## src/rtl/i2cbs_pkg.sv

```systemverilog
package i2cbs_pkg;

  typedef enum logic [1:0] {
    ROLE_SRX = 2'b00,
    ROLE_STX = 2'b01,
    ROLE_MRX = 2'b10,
    ROLE_MTX = 2'b11
  } role_e;

  typedef enum logic [1:0] {
    PH_IDLE = 2'b00,
    PH_DATA = 2'b01,
    PH_ACK  = 2'b10,
    PH_DONE = 2'b11
  } phase_e;

endpackage

```

## src/rtl/i2cbs_phase_ctrl.sv

```systemverilog
module i2cbs_phase_ctrl
  import i2cbs_pkg::*;
#(
  parameter int DATA_W = 8
) (
  input  logic   clk,
  input  logic   rst,
  input  logic   go,
  input  logic   scl_rise,
  output phase_e phase,
  output logic   data_rise,
  output logic   ack_rise,
  output logic   byte_done
);

  localparam int CNT_W = (DATA_W > 1) ? $clog2(DATA_W) : 1;
  localparam logic [CNT_W-1:0] LAST_BIT = CNT_W'(DATA_W - 1);

  phase_e         phase_q;
  logic [CNT_W-1:0] cnt_q;
  logic           done_q;
  logic           last_bit;

  assign phase     = phase_q;
  assign byte_done = done_q;
  assign data_rise = scl_rise && (phase_q == PH_DATA);
  assign ack_rise  = scl_rise && (phase_q == PH_ACK) && !go;
  assign last_bit  = (cnt_q == LAST_BIT);

  always_ff @(posedge clk) begin
    if (rst) begin
      phase_q <= PH_IDLE;
      cnt_q   <= '0;
      done_q  <= 1'b0;
    end else begin
      done_q <= data_rise && last_bit;
      if (go) begin
        phase_q <= PH_DATA;
        cnt_q   <= '0;
      end else if (data_rise) begin
        cnt_q <= cnt_q + 1'b1;
        if (last_bit) phase_q <= PH_ACK;
      end else if (ack_rise) begin
        phase_q <= PH_DONE;
      end
    end
  end

  AST_DONE_SINGLE: assert property (@(posedge clk) disable iff (rst) byte_done |=> !byte_done);
  AST_CNT_HOLD: assert property (@(posedge clk) disable iff (rst) (phase_q == PH_DATA && !scl_rise) |=> $stable(cnt_q));
  AST_DONE_ENTERS_ACK: assert property (@(posedge clk) disable iff (rst) byte_done |-> (phase_q == PH_ACK || phase_q == PH_DATA));

endmodule

```

## src/rtl/i2cbs_shift_reg.sv

```systemverilog
module i2cbs_shift_reg #(
  parameter int DATA_W = 8
) (
  input  logic              clk,
  input  logic              rst,
  input  logic              load_en,
  input  logic [DATA_W-1:0] load_data,
  input  logic              shift_en,
  input  logic              bit_in,
  output logic [DATA_W-1:0] shreg
);

  logic [DATA_W-1:0] data_q;

  assign shreg = data_q;

  always_ff @(posedge clk) begin
    if (rst) begin
      data_q <= '0;
    end else if (load_en) begin
      data_q <= load_data;
    end else if (shift_en) begin
      data_q <= {data_q[DATA_W-2:0], bit_in};
    end
  end

  AST_SHREG_HOLD: assert property (@(posedge clk) disable iff (rst) (!load_en && !shift_en) |=> $stable(data_q));
  AST_SHIFT_IN: assert property (@(posedge clk) disable iff (rst) (shift_en && !load_en) |=> data_q[0] == $past(bit_in));

endmodule

```

## src/rtl/i2cbs_arb_mon.sv

```systemverilog
module i2cbs_arb_mon
  import i2cbs_pkg::*;
(
  input  logic       clk,
  input  logic       rst,
  input  logic       go,
  input  logic [1:0] mode,
  input  logic       data_rise,
  input  logic       ack_rise,
  input  logic       sda_drv,
  input  logic       sda_in,
  input  logic       arb_clr,
  output role_e      role,
  output logic       arb_lost,
  output logic       clk_keep
);

  role_e role_q;
  logic  lost_q;
  logic  keep_q;
  logic  overruled;
  logic  loss_tx;
  logic  loss_rx;

  assign role      = role_q;
  assign arb_lost  = lost_q;
  assign clk_keep  = keep_q;
  assign overruled = sda_drv && !sda_in;
  assign loss_tx   = data_rise && (role_q == ROLE_MTX) && overruled;
  assign loss_rx   = ack_rise && (role_q == ROLE_MRX) && overruled;

  always_ff @(posedge clk) begin
    if (rst) begin
      role_q <= ROLE_SRX;
      lost_q <= 1'b0;
      keep_q <= 1'b1;
    end else begin
      if (go) begin
        role_q <= role_e'(mode);
      end else if (loss_tx || loss_rx) begin
        role_q <= ROLE_SRX;
      end

      if (loss_tx || loss_rx) begin
        lost_q <= 1'b1;
      end else if (arb_clr) begin
        lost_q <= 1'b0;
      end

      if (loss_rx) begin
        keep_q <= 1'b0;
      end else if (arb_clr) begin
        keep_q <= 1'b1;
      end
    end
  end

  AST_LOST_STICKY: assert property (@(posedge clk) disable iff (rst) (lost_q && !arb_clr) |=> lost_q);
  AST_RX_LOSS_HALTS: assert property (@(posedge clk) disable iff (rst) loss_rx |=> (!keep_q && lost_q));
  AST_TX_LOSS_KEEPS: assert property (@(posedge clk) disable iff (rst) (loss_tx && keep_q) |=> (keep_q && role_q == ROLE_SRX));
  AST_NO_SLAVE_LOSS: assert property (@(posedge clk) disable iff (rst) (!lost_q && !role_q[1] && !go) |=> !lost_q);

endmodule

```

## src/rtl/i2c_byte_shifter.sv

```systemverilog
module i2c_byte_shifter
  import i2cbs_pkg::*;
#(
  parameter int DATA_W = 8
) (
  input  logic              clk,
  input  logic              rst,
  input  logic              scl_rise,
  input  logic              scl_fall,
  input  logic              sda_in,
  input  logic [1:0]        mode,
  input  logic              load,
  input  logic [DATA_W-1:0] load_data,
  input  logic              start,
  input  logic              ack_val,
  input  logic              arb_clr,
  output logic              sda_out,
  output logic [DATA_W-1:0] shreg,
  output logic              byte_done,
  output logic              ack_in,
  output logic              arb_lost,
  output logic              clk_keep,
  output logic [1:0]        role
);

  phase_e            phase;
  role_e             role_q;
  logic [1:0]        role_bits;
  logic              go;
  logic              data_rise;
  logic              ack_rise;
  logic              next_msb;
  logic              sda_q;
  logic              ack_q;
  logic [DATA_W-1:0] shreg_q;

  assign go        = (load || start) && (phase != PH_DATA);
  assign role_bits = role_q;
  assign next_msb  = load ? load_data[DATA_W-1] : shreg_q[DATA_W-1];

  i2cbs_phase_ctrl #(.DATA_W(DATA_W)) u_phase (
    .clk       (clk),
    .rst       (rst),
    .go        (go),
    .scl_rise  (scl_rise),
    .phase     (phase),
    .data_rise (data_rise),
    .ack_rise  (ack_rise),
    .byte_done (byte_done)
  );

  i2cbs_shift_reg #(.DATA_W(DATA_W)) u_shift (
    .clk       (clk),
    .rst       (rst),
    .load_en   (go && load),
    .load_data (load_data),
    .shift_en  (data_rise),
    .bit_in    (sda_in),
    .shreg     (shreg_q)
  );

  i2cbs_arb_mon u_arb (
    .clk       (clk),
    .rst       (rst),
    .go        (go),
    .mode      (mode),
    .data_rise (data_rise),
    .ack_rise  (ack_rise),
    .sda_drv   (sda_q),
    .sda_in    (sda_in),
    .arb_clr   (arb_clr),
    .role      (role_q),
    .arb_lost  (arb_lost),
    .clk_keep  (clk_keep)
  );

  always_ff @(posedge clk) begin
    if (rst) begin
      sda_q <= 1'b1;
      ack_q <= 1'b1;
    end else begin
      if (go) begin
        sda_q <= mode[0] ? next_msb : 1'b1;
      end else if (scl_fall) begin
        unique case (phase)
          PH_DATA: sda_q <= role_bits[0] ? shreg_q[DATA_W-1] : 1'b1;
          PH_ACK:  sda_q <= role_bits[0] ? 1'b1 : ack_val;
          default: sda_q <= 1'b1;
        endcase
      end
      if (ack_rise) ack_q <= sda_in;
    end
  end

  assign sda_out = sda_q;
  assign ack_in  = ack_q;
  assign shreg   = shreg_q;
  assign role    = role_bits;

  AST_RELEASE_SRX: assert property (@(posedge clk) disable iff (rst) (role_q == ROLE_SRX && phase == PH_DATA && scl_fall && !go) |=> sda_q);
  AST_IDLE_RELEASE: assert property (@(posedge clk) disable iff (rst) ((phase == PH_IDLE || phase == PH_DONE) && scl_fall && !go) |=> sda_q);
  AST_LOAD_IGNORED: assert property (@(posedge clk) disable iff (rst) (phase == PH_DATA && !scl_rise) |=> $stable(shreg_q) && $stable(role_q));

endmodule

```

## config.mk

```make
export PLATFORM = sky130hd
export DESIGN_NAME = i2c_byte_shifter
export DESIGN_NICKNAME = d
export VERILOG_FILES = /design/src/rtl/i2cbs_pkg.sv /design/src/rtl/i2cbs_phase_ctrl.sv /design/src/rtl/i2cbs_shift_reg.sv /design/src/rtl/i2cbs_arb_mon.sv /design/src/rtl/i2c_byte_shifter.sv
export SDC_FILE = /design/constraint.sdc
export NUM_CORES = 1
export LEC_CHECK = 0
export ABC_AREA = 1
export BUFFER_PORTS_ARGS = -buffer_cell sky130_fd_sc_hd__buf_2
export CAP_MARGIN = 20
export CORE_MARGIN = 5
export CORE_UTILIZATION = 30
export CTS_CLUSTER_DIAMETER = 120
export DETAILED_ROUTE_END_ITERATION = 16
export PLACE_DENSITY = 0.62
export SLEW_MARGIN = 20
export SYNTH_ARGS = -nofsm -noshare
export SYNTH_HDL_FRONTEND = slang
export SYNTH_SLANG_ARGS = --single-unit
```

## constraint.sdc

```tcl
create_clock -name clk -period 2.8 [get_ports clk]
set_clock_uncertainty 0.1 [all_clocks]
set_input_delay 0.7 -clock clk [delete_from_list [all_inputs] [get_ports clk]]
set_output_delay 0.7 -clock clk [all_outputs]
set_load 0.1 [all_outputs]
```

==> results of run 1 <==
stage by stage:
step	util	std cells
after floorplan	-	124
after global placement	0.3831	200
after detailed placement	0.3831	200
after CTS	0.4004	204
after global routing	0.4004	204
final	0.4004	204
kinds of logic after synthesis:
family          Yosys count  synth area share
fa+ha+maj                 4           0.05305
compound gates           23            0.1525
xor+xnor                  1          0.009286
buf+inv                  16           0.06896
flops                    20            0.4244
simple gates             60            0.2918
area by class of cell:
cell class	count	area, um2	share of cell area
clock buffer	3	22.52	0.01858
sequential	20	400.4	0.3302
tap	44	55.05	0.04541
timing repair buffer	33	165.2	0.1362
clock inverter	1	30.03	0.02477
multi-input combinational	88	478.0	0.3942
inverter	15	61.31	0.05057
worst max path at each step:
stage	to	cells after the start	slack, ps
2_1_floorplan	role[0]	0	1020
3_3_place_gp	sda_out$_SDFFE_PP1P_	7	1120
3_5_place_dp	sda_out$_SDFFE_PP1P_	7	1070
4_1_cts	role[0]	1	790
5_1_grt	role[0]	1	740
6_report	role[0]	1	790
power groups by stage:
stage / Clock, mW / Sequential (mW) / Combinational (mW)
after floorplan: 0 / 0.401 / 0.0535
after global placement: 0 / 0.316 / 0.178
after detailed placement: 0 / 0.317 / 0.179
after CTS: 0.242 / 0.311 / 0.180
after global routing: 0.254 / 0.313 / 0.192
final: 0.238 / 0.311 / 0.178
cell usage in the layout, fill, tap and decap left out, types with 4 or more instances in the layout:
master	instances
nand2_1	38
buf_2	33
dfxtp_1	20
inv_1	12
nor2_1	7
a31oi_1	7
o21ai_0	7
a21oi_1	5
nand3_1	5
ha_1	4
worst reg2reg max path: cells and delay by family (launching register included):
kind / cells / cell delay [ps]
flops: 1 / 360
compound gates: 1 / 180
fa+ha+maj: 1 / 270
simple gates: 3 / 450
buf+inv: 1 / 70
registers in the layout (all words and copies together) (netlist names):
register	cells
u_shift.shreg	8
u_arb.clk_keep	1
u_phase.cnt_q	3
u_phase.byte_done	1
u_arb.arb_lost	1
u_arb.role	2
ack_in	1
sda_out	1
u_phase.phase	2
routing by layer:
metal | vias to the layer above | global-route usage | share of wire | wire, um
met3 | 4 | 0.02211 | 0.058 | 134
met2 | 29 | 0.1952 | 0.42 | 990
li1 | 477 | - | - | -
met5 | - | 0 | 0 | 0
met4 | 0 | 0.06599 | 0.022 | 51
met1 | 414 | 0.1457 | 0.50 | 1154
==> flow_metrics.env, run 1 <==
export IMPL_drive_gt1_frac=0.3125
export IMPL_rsz0062_at_grt="no"
export IMPL_outcome="completed"
export IMPL_globalRouteTotalUtil=0.1191
export IMPL_arrival_ps=1210
export IMPL_synth_edf_count=0
export IMPL_cap_violations=0
export IMPL_core_um2=3028
export IMPL_setup_violations=0
export IMPL_hold_buffers=0
export IMPL_ctsResizeCount=0
export IMPL_crit_path_start="u_arb.role[0]$_SDFFE_PP0P_"
export IMPL_start_kind="flip-flop"
export IMPL_drc=0
export IMPL_path_class="reg -> out"
export IMPL_cts_path_max_buffers=2
export IMPL_critPathCaptureType="output pin"
export IMPL_setup_tns_ps=0
export IMPL_hpwl_um=1829
export IMPL_dr_first_iter_drc_count=59
export IMPL_ys_top_cells_by_count="nand2_1 (38), dfxtp_1 (20), inv_1 (12)"
export IMPL_ys_seq_elements=20
export IMPL_yosysTopAreaCell="dfxtp_1"
export IMPL_clockRootBuffer="clkbuf_4"
export IMPL_clk_pin_slew_ps=120
export IMPL_area_growth_pct=28.51
export IMPL_die_h_um=66.08
export IMPL_final_min_clock_period_ps=2011
export IMPL_ys_top_cells_by_area="dfxtp_1 (42%), nand2_1 (15%), ha_1 (5.3%)"
export IMPL_cts_made_buffers=3
export IMPL_r2r_end="sda_out$_SDFFE_PP1P_"
export IMPL_grt_max_degree=13
export IMPL_p_clk_frac=0.328
export IMPL_fin_ws_ps=789.1
export IMPL_antenna_left=0
export IMPL_cts_sinks=20
export IMPL_wl_um=2330
export IMPL_antenna_found_initial=0
export IMPL_h_tree_depth=1
export IMPL_hold_violations=0
export IMPL_p_total_uw=727.1
export IMPL_globalRouteOverflowTotal=0
export IMPL_async_reset_ff_frac=0
export IMPL_ir_drop_v=0.0002023
export IMPL_p_switching_uw=246.4
export IMPL_power_frac_seq=0.427
export IMPL_place_congestion=0.8872
export IMPL_worstHoldStart="u_phase.cnt_q[1]$_SDFFE_PP0N_"
export IMPL_nNetsFinal=184
export IMPL_ios=34
export IMPL_rrSetupSlack_ps=1270
export IMPL_ys_warn_count=0
export IMPL_fmax_ghz=0.4973
export IMPL_cpLargestDelayFamily="buffers and inverters"
export IMPL_crit_buf_inv=1
export IMPL_grt_pass1_wl_um=4029
export IMPL_nFillCells=322
export IMPL_period_share=0.7182
export IMPL_post_cts_buffers=0
export IMPL_swShare=0.3388
export IMPL_drt_wirelength_per_cell_um=11.42
export IMPL_worstMarginPinSlew_ps=490.7
export IMPL_die_area_um2=4366
export IMPL_whs_endpoint="u_phase.cnt_q[1]$_SDFFE_PP0N_"
export IMPL_routed_via_density=4.529
export IMPL_synth_top_area_share=0.4244
export IMPL_seq_area_frac_synth=0.4244
export IMPL_hold_path_class="reg -> reg"
export IMPL_via_count=924
export IMPL_antennaDiodeCount=0
export IMPL_synth_nets=147
export IMPL_dr_pass1_iters=4
export IMPL_combPwrFrac=0.245
export IMPL_placed_area_um2=1160
export IMPL_yosysMostFrequentCell="nand2_1"
export IMPL_synthCells=124
export IMPL_synthesis_area_um2=943.4
export IMPL_path_max_fanout=6
export IMPL_holdPathStages=2
export IMPL_die_w_um=66.08
export IMPL_rows=20
export IMPL_grt_pass1_vias=907
export IMPL_power_density_nw_per_um2=599.7
export IMPL_cp_required_ps=2000
export IMPL_r2r_start="u_phase.phase[1]$_SDFFE_PP0P_"
export IMPL_crit_chain="buf_2"
export IMPL_initial_utilization=0.3116
export IMPL_stdcell_area_um2=1212
export IMPL_ys_types=22
export IMPL_drv_slew=0
export IMPL_portBuffers=33
export IMPL_syn_area_per_cell_um2=7.608
export IMPL_max_slew_margin_rel=0.6751
export IMPL_cts_tree="built"
export IMPL_leakagePower_nw=0.5868
export IMPL_synth_main_ff_cell="dfxtp_1"
export IMPL_cpMaxStageDelayCell="buf_2"
export IMPL_reg2reg_depth=6
export IMPL_intPower_uw=480.8
export IMPL_critical_path_max_stage_delay_ps=470
export IMPL_insertion_delay_ps=310
export IMPL_place_ws_ps=1075
export IMPL_holdWs_ps=386.9
Note: power is estimated with default switching activity, not from simulation.
==> run 2: changes to the inputs <==
==> constraint.sdc (replaced) <==
create_clock -name clk -period 1.9 [get_ports clk]
set_clock_uncertainty 0.1 [all_clocks]
set_input_delay 0.475 -clock clk [delete_from_list [all_inputs] [get_ports clk]]
set_output_delay 0.475 -clock clk [all_outputs]
set_load 0.1 [all_outputs]
==> flow_metrics.env, run 2 (same netlist as run 1, synthesis figures left out) <==
export IMPL_outcome="completed"
export IMPL_rsz0062_at_grt="no"
export IMPL_antenna_left=0
export IMPL_globalRouteTotalUtil=0.1204
export IMPL_cap_violations=0
export IMPL_max_slew_margin_rel=0.6750
export IMPL_grt_pass1_wl_um=4084
export IMPL_leakagePower_nw=0.5799
export IMPL_ir_drop_v=0.0003814
export IMPL_final_common_cell="nand2_1"
export IMPL_path_class="reg -> out"
export IMPL_crit_chain="buf_2"
export IMPL_insertion_delay_ps=300
export IMPL_grt_max_degree=13
export IMPL_fmax_ghz=0.5608
export IMPL_p_clk_frac=0.258
export IMPL_dr_pass1_iters=4
export IMPL_arrival_ps=1210
export IMPL_final_cell_mix="nand2_1 (38), buf_2 (33), dfxtp_1 (20), inv_1 (12)"
export IMPL_hold_violations=0
export IMPL_drv_slew=0
export IMPL_cts_made_buffers=3
export IMPL_grt_pass1_vias=910
export IMPL_final_min_clock_period_ps=1783
export IMPL_clockRootBuffer="clkbuf_4"
export IMPL_p_switching_uw=362.4
export IMPL_crit_buf_inv=1
export IMPL_die_h_um=66.08
export IMPL_nFillCells=331
export IMPL_intPower_uw=612.3
export IMPL_swShare=0.3718
export IMPL_period_share=0.9386
export IMPL_setup_violations=0
export IMPL_antenna_found_initial=0
export IMPL_die_area_um2=4366
export IMPL_path_max_fanout=6
export IMPL_cpLargestDelayFamily="buffers and inverters"
export IMPL_critical_path_max_stage_delay_ps=460
export IMPL_drc=0
export IMPL_ios=34
export IMPL_area_growth_pct=26.79
export IMPL_critPathCaptureType="output pin"
export IMPL_clk_pin_slew_ps=120
export IMPL_cts_sinks=20
export IMPL_die_w_um=66.08
export IMPL_dp_cells=200
export IMPL_hold_path_class="in -> reg"
export IMPL_power_frac_seq=0.470
export IMPL_place_congestion=0.8356
export IMPL_wl_um=2463
export IMPL_rows=20
export IMPL_cts_path_max_buffers=2
export IMPL_power_density_nw_per_um2=814.8
export IMPL_cpMaxStageDelayCell="buf_2"
export IMPL_fin_cells=204
export IMPL_initial_utilization=0.3116
export IMPL_cp_required_ps=1320
export IMPL_drt_wirelength_per_cell_um=12.07
export IMPL_drive_gt1_frac=0.3125
export IMPL_combPwrFrac=0.273
export IMPL_post_cts_buffers=0
export IMPL_hpwl_um=1926
export IMPL_core_um2=3028
export IMPL_portBuffers=33
export IMPL_routed_via_density=4.657
export IMPL_start_kind="flip-flop"
export IMPL_hold_buffers=0
export IMPL_globalRouteOverflowTotal=0
export IMPL_dr_first_iter_drc_count=78
export IMPL_largest_reg_flops=8
export IMPL_h_tree_depth=1
export IMPL_via_count=950
export IMPL_antennaDiodeCount=0
export IMPL_cts_tree="built"
export IMPL_ctsResizeCount=0
export IMPL_worstMarginPinSlew_ps=490.9
export IMPL_nNetsFinal=184
export IMPL_setup_tns_ps=0
run 2: cell types whose count changed in the layout (fill, tap and decap cells not counted):
cell | before | now
bufinv_16 | 1 | 0
clkbuf_8 | 0 | 1
run 2: routing by layer:
metal,up-vias,track usage,part of all wire
met5,-,0,0
met1,437,0.1493,0.45
met2,29,0.2028,0.47
met4,0,0.06091,0.018
met3,6,0.01531,0.060
li1,478,-,-
run 2: area by class of cell:
type | instances | area, um2 | share of cell area
clock buffers | 4 | 36.28 | 0.03033
well taps | 44 | 55.05 | 0.04602
multi-input cells | 88 | 478.0 | 0.3996
flip-flops and latches | 20 | 400.4 | 0.3347
repair buffers | 33 | 165.2 | 0.1381
inverters | 15 | 61.31 | 0.05126
run 2: final timing paths:
kind	start	endpoint	slack, ps	cells past startpoint
setup / recovery	u_arb.role[0]$_SDFFE_PP0P_	role[0]	120	1
hold / removal	sda_in	ack_in$_SDFFE_PP1P_	300	3
setup reg to reg	u_phase.phase[1]$_SDFFE_PP0P_	u_shift.shreg[7]$_SDFFE_PP0P_	330	7
hold reg to reg	u_phase.cnt_q[1]$_SDFFE_PP0N_	u_phase.cnt_q[1]$_SDFFE_PP0N_	380	2
run 2: power by group through the flow:
stage	Sequential (mW)	Clock, mW	Combinational, mW
finish	0.458	0.251	0.266
global route	0.462	0.274	0.283
CTS	0.458	0.258	0.267
detailed placement	0.468	0	0.265
global placement	0.467	0	0.262
floorplan	0.592	0	0.0788
run 2: through the flow:
| stage | utilization | hold slack [ps] | cell area, um2 | total power [mW] | worst slack (ps) |
|---|---|---|---|---|---|
| after global placement | 0.3831 | 354.5 | 1160 | 0.7293 | 435.2 |
| after CTS | 0.3950 | 293.0 | 1196 | 0.9834 | 99.79 |
| after detailed placement | 0.3831 | 364.2 | 1160 | 0.7329 | 375.5 |
| final | 0.3950 | 296.8 | 1196 | 0.9747 | 116.7 |
| after global routing | 0.3950 | 295.0 | 1196 | 1.019 | 64.41 |
| after floorplan | - | 344.6 | 943.4 | 0.6705 | 130.7 |
==> run 3: changes to the inputs <==
--- a/config.mk
+++ b/config.mk
@@ -9,10 +9,10 @@
 export BUFFER_PORTS_ARGS = -buffer_cell sky130_fd_sc_hd__buf_2
 export CAP_MARGIN = 20
 export CORE_MARGIN = 5
-export CORE_UTILIZATION = 30
+export CORE_UTILIZATION = 35
 export CTS_CLUSTER_DIAMETER = 120
 export DETAILED_ROUTE_END_ITERATION = 16
-export PLACE_DENSITY = 0.62
+export PLACE_DENSITY = 0.69
 export SLEW_MARGIN = 20
 export SYNTH_ARGS = -nofsm -noshare
 export SYNTH_HDL_FRONTEND = slang
==> flow_metrics.env, run 3 (same netlist as run 1, synthesis figures left out) <==
export IMPL_final_common_cell="nand2_1"
export IMPL_antenna_left=0
export IMPL_grt_max_degree=13
export IMPL_crit_buf_inv=1
export IMPL_ios=34
export IMPL_largest_reg_flops=8
export IMPL_h_tree_depth=1
export IMPL_insertion_delay_ps=290
export IMPL_core_um2=2522
export IMPL_cts_tree="built"
export IMPL_cp_required_ps=1320
export IMPL_clk_pin_slew_ps=110
export IMPL_worstHoldStart="sda_in"
export IMPL_worstMarginPinSlew_ps=492.0
export IMPL_die_h_um=61.92
export IMPL_critical_path_max_stage_delay_ps=460
export IMPL_path_max_fanout=6
export IMPL_fmax_ghz=0.5671
export IMPL_final_cell_mix="nand2_1 (38), buf_2 (33), dfxtp_1 (20), inv_1 (12)"
export IMPL_nFillCells=267
export IMPL_rows=18
export IMPL_final_min_clock_period_ps=1763
export IMPL_power_density_nw_per_um2=816.2
export IMPL_post_cts_buffers=0
export IMPL_p_total_uw=962.0
export IMPL_setup_violations=0
export IMPL_antennaDiodeCount=0
export IMPL_critPathCaptureType="output pin"
export IMPL_cts_sinks=20
export IMPL_start_kind="flip-flop"
export IMPL_clockRootBuffer="clkbuf_4"
export IMPL_cap_violations=0
export IMPL_crit_chain="buf_2"
export IMPL_p_clk_frac=0.253
export IMPL_grt_pass1_vias=900
export IMPL_arrival_ps=1190
export IMPL_p_switching_uw=350.2
export IMPL_ctsResizeCount=0
export IMPL_drc=0
export IMPL_die_area_um2=3833
export IMPL_r2r_start="u_phase.phase[1]$_SDFFE_PP0P_"
export IMPL_dr_first_iter_drc_count=22
export IMPL_max_slew_margin_rel=0.6743
export IMPL_power_frac_seq=0.475
export IMPL_hold_violations=0
export IMPL_place_congestion=0.8226
export IMPL_setup_tns_ps=0
export IMPL_wl_um=2108
export IMPL_antenna_found_initial=0
export IMPL_combPwrFrac=0.272
export IMPL_dr_pass1_iters=4
export IMPL_globalRouteOverflowTotal=0
export IMPL_drt_wirelength_per_cell_um=11.09
export IMPL_portBuffers=33
export IMPL_nNetsFinal=184
export IMPL_grt_pass1_wl_um=3601
export IMPL_cts_path_max_buffers=2
export IMPL_hpwl_um=1713
export IMPL_die_w_um=61.92
export IMPL_cpLargestDelayFamily="buffers and inverters"
export IMPL_swShare=0.3640
export IMPL_leakagePower_nw=0.5799
export IMPL_hold_buffers=0
export IMPL_path_class="reg -> out"
export IMPL_period_share=0.9281
export IMPL_drive_gt1_frac=0.3125
export IMPL_routed_via_density=4.763
export IMPL_hold_path_class="in -> reg"
export IMPL_globalRouteTotalUtil=0.1220
export IMPL_crit_path_start="u_arb.role[0]$_SDFFE_PP0P_"
export IMPL_initial_utilization=0.3740
export IMPL_ir_drop_v=0.0004129
export IMPL_outcome="completed"
export IMPL_drv_slew=0
export IMPL_via_count=905
export IMPL_cts_made_buffers=3
export IMPL_cpMaxStageDelayCell="buf_2"
export IMPL_intPower_uw=611.8
export IMPL_rsz0062_at_grt="no"
export IMPL_area_growth_pct=24.93
run 3: worst paths after layout:
kind                                                 endpoint  slack, ps  cells after the start
worst max-delay path                                  role[0]        140                      1
worst min-delay path                      ack_in$_SDFFE_PP1P_        320                      3
worst max register to register           sda_out$_SDFFE_PP1P_        330                      6
worst min register to register  u_phase.cnt_q[2]$_SDFFE_PP0N_        380                      2
run 3: area by class of cell:
type	instances	area (um2)	area share
timing repair buffer	33	165.2	0.1401
multi-input combinational	88	478.0	0.4055
sequential	20	400.4	0.3397
tap	30	37.54	0.03185
clock buffer	4	36.28	0.03079
inverter	15	61.31	0.05202
run 3: metrics by stage:
| stage | worst slack, ps | hold WS (ps) | std cells | cell area, um2 | utilization |
|---|---|---|---|---|---|
| after floorplan | 130.7 | 344.6 | 124 | 943.4 | - |
| after global placement | 351.1 | 354.7 | 186 | 1142 | 0.4529 |
| after detailed placement | 335.2 | 367.0 | 186 | 1142 | 0.4529 |
| after CTS | 130.5 | 301.9 | 190 | 1179 | 0.4673 |
| after global routing | 84.56 | 316.0 | 190 | 1179 | 0.4673 |
| final | 136.6 | 316.2 | 190 | 1179 | 0.4673 |
run 3: worst reg2reg max path, cell delays in order (launching register included):
cell and delay (ps):
dfxtp_1 360, inv_1 60, ha_1 260, nor2_2 270
nand2_1 130, o211ai_1 180, nand3_1 100
run 3: power by group through the flow:
stage / clock (mW) / sequential (mW) / combinational [mW]
2_1_floorplan: 0 / 0.592 / 0.0788
3_3_place_gp: 0 / 0.467 / 0.261
3_5_place_dp: 0 / 0.466 / 0.263
4_1_cts: 0.257 / 0.457 / 0.264
5_1_grt: 0.271 / 0.461 / 0.280
6_report: 0.244 / 0.457 / 0.262
run 3: routing by layer:
| layer | share of wire | wire, um | global-route usage | vias to the layer above |
|---|---|---|---|---|
| met3 | 0.069 | 146 | 0.02893 | 2 |
| met4 | 0.0062 | 13 | 0.03636 | 0 |
| met2 | 0.45 | 953 | 0.1913 | 28 |
| li1 | - | - | - | 478 |
| met5 | 0 | 0 | 0 | - |
| met1 | 0.47 | 994 | 0.1665 | 397 |
